===== config.mk =====
export PLATFORM = sky130hd
export DESIGN_NAME = exc_vector_unit
export DESIGN_NICKNAME = d
export VERILOG_FILES = /design/src/rtl/exc_pkg.sv /design/src/rtl/exc_arbiter.sv /design/src/rtl/exc_vector_table.sv /design/src/rtl/exc_save_pair.sv /design/src/rtl/exc_vector_unit.sv
export SDC_FILE = /design/constraint.sdc
export NUM_CORES = 1
export LEC_CHECK = 0
export BUFFER_PORTS_ARGS = -buffer_cell sky130_fd_sc_hd__buf_4
export CORE_ASPECT_RATIO = 0.75
export CORE_UTILIZATION = 57
export DETAILED_ROUTE_END_ITERATION = 8
export PLACE_DENSITY = 0.89
export SETUP_SLACK_MARGIN = 0.05
export SLEW_MARGIN = 20
export SYNTH_ARGS = -nofsm -noshare
export SYNTH_HDL_FRONTEND = slang
export SYNTH_HIERARCHICAL = 1
export SYNTH_SLANG_ARGS = --single-unit

===== constraint.sdc =====
create_clock -name clk -period 2.18 [get_ports clk]
set_input_delay 0.218 -clock clk [delete_from_list [all_inputs] [get_ports clk]]
set_output_delay 0.218 -clock clk [all_outputs]
set_load 0.05 [all_outputs]

===== src/rtl/exc_pkg.sv =====
// Package: shared types for the exception vector and nesting unit.
// Assumes: three nesting classes, ordered by encoding (higher value = higher class).
package exc_pkg;
    typedef enum logic [1:0] {
        CLS_BASE = 2'd0,
        CLS_CRIT = 2'd1,
        CLS_MCHK = 2'd2
    } exc_class_e;

    localparam int NUM_CLS = 3;
    localparam int NUM_FIXED_SRC = 3;
endpackage


===== src/rtl/exc_arbiter.sv =====
// Module: exc_arbiter
// Picks at most one exception per cycle among the eligible requests, in
// fixed priority: machine check, external critical, watchdog, then base lines
// with the lowest index first. A request is eligible only if its class
// enable bit in the state word is set.
// Assumes: request lines are levels held by their sources until serviced.
module exc_arbiter
    import exc_pkg::*;
#(
    parameter int NB     = 4,
    parameter int SW     = 32,
    parameter int IDW    = 3,
    parameter int EE_BIT = 15,
    parameter int CE_BIT = 17,
    parameter int ME_BIT = 12
) (
    input  logic          clk,
    input  logic          rst_n,
    input  logic          mchk_req_i,
    input  logic          crit_req_i,
    input  logic          wdog_req_i,
    input  logic [NB-1:0] base_req_i,
    input  logic [SW-1:0] state_i,
    output logic          take_o,
    output logic [IDW-1:0] id_o,
    output exc_class_e    cls_o
);

    // Fixed-priority selection of the single exception taken this cycle.
    always_comb begin
        take_o = 1'b0;
        id_o   = '0;
        cls_o  = CLS_BASE;
        if (mchk_req_i && state_i[ME_BIT]) begin
            take_o = 1'b1;
            id_o   = IDW'(0);
            cls_o  = CLS_MCHK;
        end else if (crit_req_i && state_i[CE_BIT]) begin
            take_o = 1'b1;
            id_o   = IDW'(1);
            cls_o  = CLS_CRIT;
        end else if (wdog_req_i && state_i[CE_BIT]) begin
            take_o = 1'b1;
            id_o   = IDW'(2);
            cls_o  = CLS_CRIT;
        end else if (state_i[EE_BIT]) begin
            for (int k = NB - 1; k >= 0; k--) begin
                if (base_req_i[k]) begin
                    take_o = 1'b1;
                    id_o   = IDW'(NUM_FIXED_SRC + k);
                    cls_o  = CLS_BASE;
                end
            end
        end
    end


    mchk_first_chk: assert property (@(posedge clk) disable iff (!rst_n)
        (mchk_req_i && state_i[ME_BIT]) |-> (take_o && cls_o == CLS_MCHK));


    base_gate_chk: assert property (@(posedge clk) disable iff (!rst_n)
        (take_o && cls_o == CLS_BASE) |-> state_i[EE_BIT]);


    crit_gate_chk: assert property (@(posedge clk) disable iff (!rst_n)
        (take_o && cls_o == CLS_CRIT) |-> state_i[CE_BIT]);

endmodule


===== src/rtl/exc_vector_table.sv =====
// Module: exc_vector_table
// Holds the shared prefix (upper address half) and one word-aligned offset
// (lower address half) per exception, and forms the handler address for the
// selected exception. In compatibility mode a fixed 0x100-step offset layout
// is used in place of the programmed offsets.
// Assumes: AW is even; offsets of NEXC+2 entries at 0x100 steps fit in AW/2 bits.
module exc_vector_table #(
    parameter int AW   = 32,
    parameter int NEXC = 7,
    parameter int IDW  = 3,
    parameter int SELW = 3
) (
    input  logic            clk,
    input  logic            rst_n,
    input  logic            cfg_we_i,
    input  logic [SELW-1:0] cfg_sel_i,
    input  logic [AW-1:0]   cfg_wdata_i,
    input  logic            compat_i,
    input  logic [IDW-1:0]  id_i,
    output logic [AW-1:0]   target_o
);
    localparam int HW = AW / 2;

    logic [HW-1:0] prefix_q;
    logic [HW-1:0] off_q [NEXC];
    logic [HW-1:0] off_sel;
    logic          unused_low;

    assign unused_low = ^cfg_wdata_i[1:0];

    // Prefix register: keeps the upper half of the written word.
    always_ff @(posedge clk) begin
        if (!rst_n)
            prefix_q <= '0;
        else if (cfg_we_i && cfg_sel_i == '0)
            prefix_q <= cfg_wdata_i[AW-1:HW];
    end

    for (genvar g = 0; g < NEXC; g++) begin : g_off
        // Offset register of exception g, forced word-aligned on write.
        always_ff @(posedge clk) begin
            if (!rst_n)
                off_q[g] <= '0;
            else if (cfg_we_i && cfg_sel_i == SELW'(g + 1))
                off_q[g] <= {cfg_wdata_i[HW-1:2], 2'b00};
        end
    end

    // Offset selection: fixed layout in compatibility mode, else programmed.
    always_comb begin
        if (compat_i)
            off_sel = HW'((int'(id_i) + 2) << 8);
        else if (int'(id_i) < NEXC)
            off_sel = off_q[id_i];
        else
            off_sel = '0;
    end

    assign target_o = {prefix_q, off_sel};


    off_align_chk: assert property (@(posedge clk) disable iff (!rst_n)
        target_o[1:0] == 2'b00);

endmodule


===== src/rtl/exc_save_pair.sv =====
// Module: exc_save_pair
// One save/restore register pair: captures the interrupted PC and state word
// when its class is taken, and holds them otherwise.
// Assumes: capture is asserted for at most one cycle per take.
module exc_save_pair #(
    parameter int AW = 32,
    parameter int SW = 32
) (
    input  logic          clk,
    input  logic          rst_n,
    input  logic          cap_i,
    input  logic [AW-1:0] pc_i,
    input  logic [SW-1:0] state_i,
    output logic [AW-1:0] pc_o,
    output logic [SW-1:0] state_o
);
    // Capture context on take, hold otherwise.
    always_ff @(posedge clk) begin
        if (!rst_n) begin
            pc_o    <= '0;
            state_o <= '0;
        end else if (cap_i) begin
            pc_o    <= pc_i;
            state_o <= state_i;
        end
    end


    save_cap_chk: assert property (@(posedge clk) disable iff (!rst_n)
        cap_i |=> (pc_o == $past(pc_i) && state_o == $past(state_i)));


    save_hold_chk: assert property (@(posedge clk) disable iff (!rst_n)
        !cap_i |=> ($stable(pc_o) && $stable(state_o)));

endmodule


===== src/rtl/exc_vector_unit.sv =====
// Module: exc_vector_unit (top)
// Takes at most one exception per cycle, forms its handler address, supplies
// the masked state word, and saves the context into the pair of the taken
// class. Return strobes present the saved context of the highest strobed class.
// Assumes: the pipeline loads state_o in the redirect cycle; a return strobe
// coinciding with a take is dropped.
module exc_vector_unit
    import exc_pkg::*;
#(
    parameter int AW     = 32,
    parameter int SW     = 32,
    parameter int NB     = 4,
    parameter int EE_BIT = 15,
    parameter int CE_BIT = 17,
    parameter int ME_BIT = 12,
    localparam int NEXC  = NUM_FIXED_SRC + NB,
    localparam int IDW   = $clog2(NEXC),
    localparam int SELW  = $clog2(NEXC + 1)
) (
    input  logic            clk,
    input  logic            rst_n,
    input  logic            cfg_we_i,
    input  logic [SELW-1:0] cfg_sel_i,
    input  logic [AW-1:0]   cfg_wdata_i,
    input  logic            compat_i,
    input  logic            mchk_req_i,
    input  logic            crit_req_i,
    input  logic            wdog_req_i,
    input  logic [NB-1:0]   base_req_i,
    input  logic [AW-1:0]   pc_i,
    input  logic [SW-1:0]   state_i,
    input  logic [2:0]      ret_i,
    output logic            redirect_o,
    output logic [AW-1:0]   target_o,
    output logic [IDW-1:0]  exc_id_o,
    output logic [SW-1:0]   state_o,
    output logic            ret_valid_o,
    output logic [AW-1:0]   ret_pc_o,
    output logic [SW-1:0]   ret_state_o
);
    logic           take;
    logic [IDW-1:0] take_id;
    exc_class_e     take_cls;
    logic [AW-1:0]  vec_addr;
    logic [AW-1:0]  sav_pc [NUM_CLS];
    logic [SW-1:0]  sav_st [NUM_CLS];
    logic [SW-1:0]  clr_mask;
    exc_class_e     ret_cls;

    exc_arbiter #(
        .NB(NB), .SW(SW), .IDW(IDW),
        .EE_BIT(EE_BIT), .CE_BIT(CE_BIT), .ME_BIT(ME_BIT)
    ) u_arb (
        .clk(clk), .rst_n(rst_n),
        .mchk_req_i(mchk_req_i), .crit_req_i(crit_req_i),
        .wdog_req_i(wdog_req_i), .base_req_i(base_req_i),
        .state_i(state_i),
        .take_o(take), .id_o(take_id), .cls_o(take_cls)
    );

    exc_vector_table #(
        .AW(AW), .NEXC(NEXC), .IDW(IDW), .SELW(SELW)
    ) u_vec (
        .clk(clk), .rst_n(rst_n),
        .cfg_we_i(cfg_we_i), .cfg_sel_i(cfg_sel_i), .cfg_wdata_i(cfg_wdata_i),
        .compat_i(compat_i), .id_i(take_id), .target_o(vec_addr)
    );

    for (genvar c = 0; c < NUM_CLS; c++) begin : g_save
        exc_save_pair #(.AW(AW), .SW(SW)) u_pair (
            .clk(clk), .rst_n(rst_n),
            .cap_i(take && take_cls == exc_class_e'(c)),
            .pc_i(pc_i), .state_i(state_i),
            .pc_o(sav_pc[c]), .state_o(sav_st[c])
        );
    end

    // Enable bits cleared on take: the taken class and every class below it.
    always_comb begin
        clr_mask = '0;
        clr_mask[EE_BIT] = 1'b1;
        if (take_cls != CLS_BASE) clr_mask[CE_BIT] = 1'b1;
        if (take_cls == CLS_MCHK) clr_mask[ME_BIT] = 1'b1;
    end

    // Redirect outputs, zero when nothing is taken.
    always_comb begin
        redirect_o = take;
        target_o   = take ? vec_addr : '0;
        exc_id_o   = take ? take_id : '0;
        state_o    = take ? (state_i & ~clr_mask) : '0;
    end

    // Return selection: highest strobed class wins; dropped during a take.
    always_comb begin
        if (ret_i[2])      ret_cls = CLS_MCHK;
        else if (ret_i[1]) ret_cls = CLS_CRIT;
        else               ret_cls = CLS_BASE;
        ret_valid_o = (|ret_i) && !take;
        ret_pc_o    = ret_valid_o ? sav_pc[ret_cls] : '0;
        ret_state_o = ret_valid_o ? sav_st[ret_cls] : '0;
    end


    mask_clear_chk: assert property (@(posedge clk) disable iff (!rst_n)
        redirect_o |-> (!state_o[EE_BIT] &&
                        (exc_id_o > IDW'(2) || !state_o[CE_BIT])));


    prefix_keep_chk: assert property (@(posedge clk) disable iff (!rst_n)
        (redirect_o && $past(redirect_o) && !$past(cfg_we_i))
            |-> target_o[AW-1:AW/2] == $past(target_o[AW-1:AW/2]));


    ret_drop_chk: assert property (@(posedge clk) disable iff (!rst_n)
        redirect_o |-> !ret_valid_o);

endmodule


Word level (Yosys, flattened, before mapping)
Memories as Yosys holds them, arrays and structs flattened.
Index checks and enable logic that the tools add are counted.
{"block": "word_totals", "ff_bits": 208, "latchBits": 0, "mem_bits_rw": 98, "rom_bits": 0, "in_bits": 113, "out_inout_bits": 133, "wordCells": 115, "mem_count": 1}
{"memory": "u_vec.off_q", "depth": 7, "width": 14, "rd": 1, "rd_ports_with_merged_regs": 0, "write_ports": 7, "line": "exc_vector_table.sv:25", "text": "logic [HW-1:0] off_q [NEXC];"}
{"block": "op_classes", "addsub": 1, "n_mul": 0, "div_mod_pow": 0, "magnitude_cmp": 2, "eq_ne": 9, "shifts": 0, "muxes": 65, "bitwise": 10, "reduce_logical": 20}
{"operator": "$mux 32", "count": 8}
{"operator": "$bmux 32 s2", "count": 2}
{"operator": "$mux 14", "count": 7}
{"operator": "$mux 1", "count": 34}
{"operator": "$and 32x32->32", "count": 1}
{"operator": "$mux 16", "count": 2}
{"operator": "$not 18->32", "count": 1}
{"operator": "$mux 3", "count": 9}
{"operator": "$logic_and 1x1->1", "count": 15}
{"operator": "$eq 3x3->1 const B", "count": 4}
{"operator": "$or 1x1->1", "count": 7}
{"operator": "$eq 3x2->1 const B", "count": 2}
{"operator": "$mux 2", "count": 3}
{"operator": "$add 3x2->4 const B", "count": 1}
{"operator": "$eq 3x1->1 const B", "count": 1}
{"operator": "$ge 3x3->1 const B", "count": 1}
{"operator": "$logic_not 3->1", "count": 1}
{"operator": "$lt 3x3->1 const B", "count": 1}
{"operator": "$not 2->3", "count": 1}
{"operator": "$reduce_or 3->1", "count": 1}
{"operator": "$eq 2x1->1 const B", "count": 1}
{"operator": "$eq 2x2->1 const B", "count": 1}
{"operator": "$logic_not 2->1", "count": 1}
{"operator": "$reduce_bool 2->1", "count": 1}
{"operator": "$logic_not 1->1", "count": 1}

Logic depth before layout (Yosys ltp)
{"block": "logic_depth", "ltp_word": 12, "mapped_depth": 11, "ltp_nobuf": 9}

Hierarchy
The synthesis kept the hierarchy.
{"mod": "exc_save_pair", "instances": 3, "cells_per_inst": 206, "area_each_um2": 2451.1, "seq_area_each_um2": 1281.2}
{"mod": "exc_vector_table", "instances": 1, "cells_per_inst": 402, "area_each_um2": 5260.0, "seq_area_each_um2": 3263.1}
{"mod": "exc_vector_unit", "instances": 1, "cells_per_inst": 305, "area_each_um2": 2319.7, "seq_area_each_um2": 0.0}
{"mod": "exc_arbiter", "instances": 1, "cells_per_inst": 18, "area_each_um2": 103.8, "seq_area_each_um2": 0.0}

Least setup slack after synthesis
No wires, ideal clock.
{"block": "synth_path", "path_kind": "in2out", "from": "in base_req_i[0]", "to": "out ret_pc_o[8]", "arrival_time_ns": 2.858, "required_ns": 1.962, "setup_slack_ns": -0.896, "cell_stages": 6, "n_path_buf": 2, "path_cell_list": "o41ai_1 > nand2_1 > or2_1 > buf_6 > buf_8 > o32ai_1"}
{"block": "synth_via", "elab_chain_len": 8}
{"item": "start: declaration", "line": "exc_vector_unit.sv:29", "text": "input logic [NB-1:0] base_req_i,"}
{"item": "$mux 1", "line": "exc_arbiter.sv:48", "text": "if (base_req_i[k]) begin"}
{"item": "$mux 1", "line": "exc_arbiter.sv:46", "text": "end else if (state_i[EE_BIT]) begin"}
{"item": "$mux 1", "line": "exc_arbiter.sv:42", "text": "end else if (wdog_req_i && state_i[CE_BIT]) begin"}
{"item": "$mux 1", "line": "exc_arbiter.sv:38", "text": "end else if (crit_req_i && state_i[CE_BIT]) begin"}
{"item": "$mux 1", "line": "exc_arbiter.sv:34", "text": "if (mchk_req_i && state_i[ME_BIT]) begin"}
{"item": "via redirect_o", "line": "exc_vector_unit.sv:33", "text": "output logic redirect_o,"}
{"item": "$logic_not 1->1", "line": "exc_vector_unit.sv:99", "text": "ret_valid_o = (|ret_i) && !take;"}
{"item": "$logic_and 1x1->1", "line": "exc_vector_unit.sv:99"}
{"item": "$mux 32", "line": "exc_vector_unit.sv:100", "text": "ret_pc_o = ret_valid_o ? sav_pc[ret_cls] : '0;"}
{"item": "end: declaration", "line": "exc_vector_unit.sv:38", "text": "output logic [AW-1:0] ret_pc_o,"}
The timed path passes the listed nets, and every way through them passes these cells.

Worst setup path after layout
{"block": "layout_path", "from": "in base_req_i[1]", "to": "out target_o[11]"}
{"block": "layout_via", "elab_chain_len": 10, "elab_cells_between_ends": 18}
{"item": "$mux 3 * (2 in series)", "line": "exc_arbiter.sv:48"}
{"item": "$mux 3 *", "line": "exc_arbiter.sv:46"}
{"item": "$mux 3 *", "line": "exc_arbiter.sv:42"}
{"item": "$mux 3 *", "line": "exc_arbiter.sv:38"}
{"item": "$mux 3 *", "line": "exc_arbiter.sv:34"}
{"item": "via take_id[0]", "line": "exc_vector_unit.sv:42", "text": "logic [IDW-1:0] take_id;"}
{"item": "$mem_v2 7x14 or $lt 3x3->1 (tied branches)"}
{"item": "$mux 16", "line": "exc_vector_table.sv:53", "text": "else if (int'(id_i) < NEXC)"}
{"item": "$mux 16 *", "line": "exc_vector_table.sv:51", "text": "if (compat_i)"}
{"item": "via vec_addr[11]", "line": "exc_vector_unit.sv:44", "text": "logic [AW-1:0] vec_addr;"}
{"item": "$mux 32 *", "line": "exc_vector_unit.sv:89", "text": "target_o = take ? vec_addr : '0;"}
{"item": "end: declaration", "line": "exc_vector_unit.sv:34", "text": "output logic [AW-1:0] target_o,"}
The timed path passes the listed nets; every way through them passes the cells marked *.

==> results.py <==
metrics = {
    "drt": {
        "wl_per_cell_um": 21.8,
        "firstDrtPassIters": 5,
        "via_per_inst": 5.70,
        "drt_iter0_markers": 735,
        "num_vias": 11900,
        "ant_nets": 0,
        "drt_drc_violations_left": 0,
        "drt-total-wl_um": 45400,
    },
    "power_and_ir_drop": {
        "p_int_w": 0.0109,
        "switching_share": 0.272,
        "seqPwrFrac": 0.426,
        "total_power_w": 0.0149,
        "power_frac_comb": 0.206,
        "leakage_nw": 7.98,
        "vdd_drop_max_mv": 0.754,
        "power_frac_clock": 0.368,
        "p_sw_w": 0.00406,
        "powerDensity_mw_per_mm2": 698,
    },
    "floorplan": {
        "core_area_mm2": 0.0259,
        "initial_core_util": 0.580,
        "die_h_um": 143,
        "fp.dieW_um": 190,
        "ios": 246,
        "row_count": 51,
        "die-area_mm2": 0.0270,
    },
    "synthesis": {
        "ys_top_cells_by_area": "dfxtp_1, edfxtp_1, mux2i_1",
        "synthAdderAreaFrac": 0.000832,
        "synth.yosys.seq_area_share": 0.473,
        "ys_seq_elements": 306,
        "syn_inst": 1343,
        "synth_compound_area_frac": 0.0673,
        "synth.area.mux_share": 0.210,
        "synth_xor_area_frac": 0,
        "yosysWarnings": 6,
        "synthSimpleGateAreaFrac": 0.178,
        "synthArstFlopShare": 0,
        "synth_ff_type": "dfxtp_1",
        "synth_top_family_by_area": "multiplexers",
        "yosysMostFrequentCell": "mux2i_1",
        "ys_top_cells_by_count": "mux2i_1, dfxtp_1, nor2b_1, and2_1, edfxtp_1",
        "ys_types": 47,
        "synth_top_cell_by_area": "dfxtp_1",
        "synth_area_mm2": 0.0150,
        "synth_top_area_frac": 0.277,
        "avgSynthCellArea_um2": 11.2,
        "synth_edf_count": 98,
    },
    "critical_path": {
        "crit_chain": "buf_8 > nor2b_4 > o211ai_1 > a21oi_4 > buf_12 > buf_6 > mux4_2 > mux2i_2 > o21ai_1 > and2_1 > buf_6",
        "crit_path_end_kind": "output port",
        "arrival_ns": 2.28,
        "worst_setup_path_start_kind": "primary input",
        "critPathKind": "in -> out",
        "path_max_fanout": 6,
        "crit_path_max_incr_delay_ns": 0.52,
        "slowest_stage": "mux4_2",
        "crit_required_ns": 1.96,
        "critPathMostFrequentCell": "buf_6",
    },
    "global_route": {
        "grt_max_degree": 110,
        "grt_remaining_overflow": 0,
        "grt_pass1_vias": 12500,
        "grt_antenna_before_repair": 0,
        "grt.total_usage": 0.325,
        "grt_pass1_wl_um": 68500,
    },
    "cells_and_area": {
        "synthToLayoutAreaGrowth_pct": 42.5,
        "diodes": 0,
        "layout-drive-gt1-share": 0.297,
        "nets": 1828,
        "fillCellCount": 1284,
    },
    "place": {
        "hpwl_um": 25300,
        "port-buffer-count": 240,
        "gp_congestion": 0.922,
    },
    "timing": {
        "slew_viol_final": 0,
        "fin_ws_ns": -0.317,
        "hold_violations": 0,
        "finalSetupTns_ns": -4.91,
        "tightest_slew_ns": 1.26,
        "relSlewSlack": 0.160,
        "min_period_ns": 2.50,
        "rsz0062_at_grt": "true",
        "final.setup_skew_ns": 0,
        "layout_worst_path_cycle_share": 1.15,
        "max_freq_mhz": 400,
        "setup_violations": 64,
    },
    "outcome": {
        "status": "finished with violations",
        "violations": "negative setup slack",
    },
    "clock_network": {
        "clk_latency_ns": 0.54,
        "cts_root_buffer": "clkbuf_16",
        "h-tree-depth": 1,
        "clock-sinks": 306,
        "path_clk_slew_ns": 0.06,
        "cts_buffers": 30,
        "clk_path_buf_depth": 3,
        "cts_tree": "built",
    },
    "flow_run": {
        "maxCapViolCount": 0,
    },
    "min_path": {
        "hp-class": "in -> reg",
    },
}
metrics by stage:
step / area, um2 / std cells / hold WS, ns / utilization / setup slack (ns)
3_3_place_gp: 18500 / 1908 / 0.438 / 0.715 / -0.216
3_5_place_dp: 18500 / 1908 / 0.444 / 0.715 / -0.291
4_1_cts: 21300 / 2079 / 0.00452 / 0.822 / -0.234
5_1_grt: 21400 / 2082 / 0.0205 / 0.827 / -0.334
6_report: 21400 / 2082 / 0.0277 / 0.827 / -0.317
2_1_floorplan: 16200 / 1344 / 0.353 / - / 0.0549
layout by cell type (no fill, tap or decap), types with 12 or more instances in the layout:
master and count:
and2_1 156, mux2i_1 281, o21ai_1 17, dlygate4sd3_1 91, clkbuf_16 31, dfxtp_1 208, nor2b_1 192, nor2_1 16
inv_1 65, buf_12 31, buf_4 212, o32ai_4 64, edfxtp_1 98, buf_6 91, mux4_2 12, nand2_1 53
final timing paths:
| check | start | endpoint | slack, ns | cells after the start |
|---|---|---|---|---|
| max | base_req_i[1] | target_o[11] | -0.32 | 11 |
| min | cfg_wdata_i[2] | u_vec/off_q[0][0] | 0.03 | 2 |
| max reg2reg | u_vec/prefix_q[15] | u_vec/prefix_q[15] | 1.37 | 2 |
| min reg2reg | u_vec/prefix_q[0] | u_vec/prefix_q[0] | 0.45 | 2 |
kinds of logic after synthesis:
kind of cell | Yosys count
flops | 306
compound gates | 114
fa+ha+maj | 1
buf+inv | 168
simple gates | 454
other cells | 2
mux | 298
routing by layer:
| layer | vias up | global-route usage | wire [um] |
|---|---|---|---|
| met1 | 5776 | 0.399 | 17700 |
| met2 | 554 | 0.574 | 22800 |
| li1 | 5368 | - | - |
| met4 | 0 | 0.131 | 1990 |
| met5 | - | 0 | 0 |
| met3 | 159 | 0.0496 | 2930 |
worst max-delay path: cells and delay by family:
family                 cells  cell delay (ns)
AND/OR/NAND/NOR            2             0.25
multiplexers               2             0.75
AO/OA/AOI/OAI              3             0.52
buffers and inverters      4             0.52
layout make-up:
| type | instances | area, um2 | area share |
|---|---|---|---|
| multi-input cells | 871 | 8150 | 0.380 |
| flip-flops and latches | 306 | 7110 | 0.332 |
| repair buffers | 440 | 4440 | 0.207 |
| clock buffers | 45 | 898 | 0.0419 |
| well taps | 344 | 430 | 0.0201 |
| inverters | 65 | 244 | 0.0114 |
| clock inverters | 11 | 156 | 0.00730 |
power by group through the flow:
stage | sequential, W | clock (W) | combinational, W
after floorplan | 0.00642 | 0 | 0.00184
after detailed placement | 0.00647 | 0 | 0.00260
after global placement | 0.00644 | 0 | 0.00254
after global routing | 0.00639 | 0.00581 | 0.00321
after CTS | 0.00636 | 0.00553 | 0.00296
final | 0.00637 | 0.00550 | 0.00308
registers in the layout, indices dropped and copies added, names as in the netlist:
| signal | flops |
|---|---|
| g_save.u_pair/pc_o | 96 |
| g_save.u_pair/state_o | 96 |
| u_vec/off_q | 98 |
| u_vec/prefix_q | 16 |
timing repair:
item,CTS,global route
endpoints found under the hold margin,243,0
endpoints found under the setup margin,78,78
cloned,8,0
gates resized for setup,132,44
buffers inserted,17,7
hold buffers,91,0
pin swaps,16,30
Note: power is estimated with default switching activity, not from simulation.
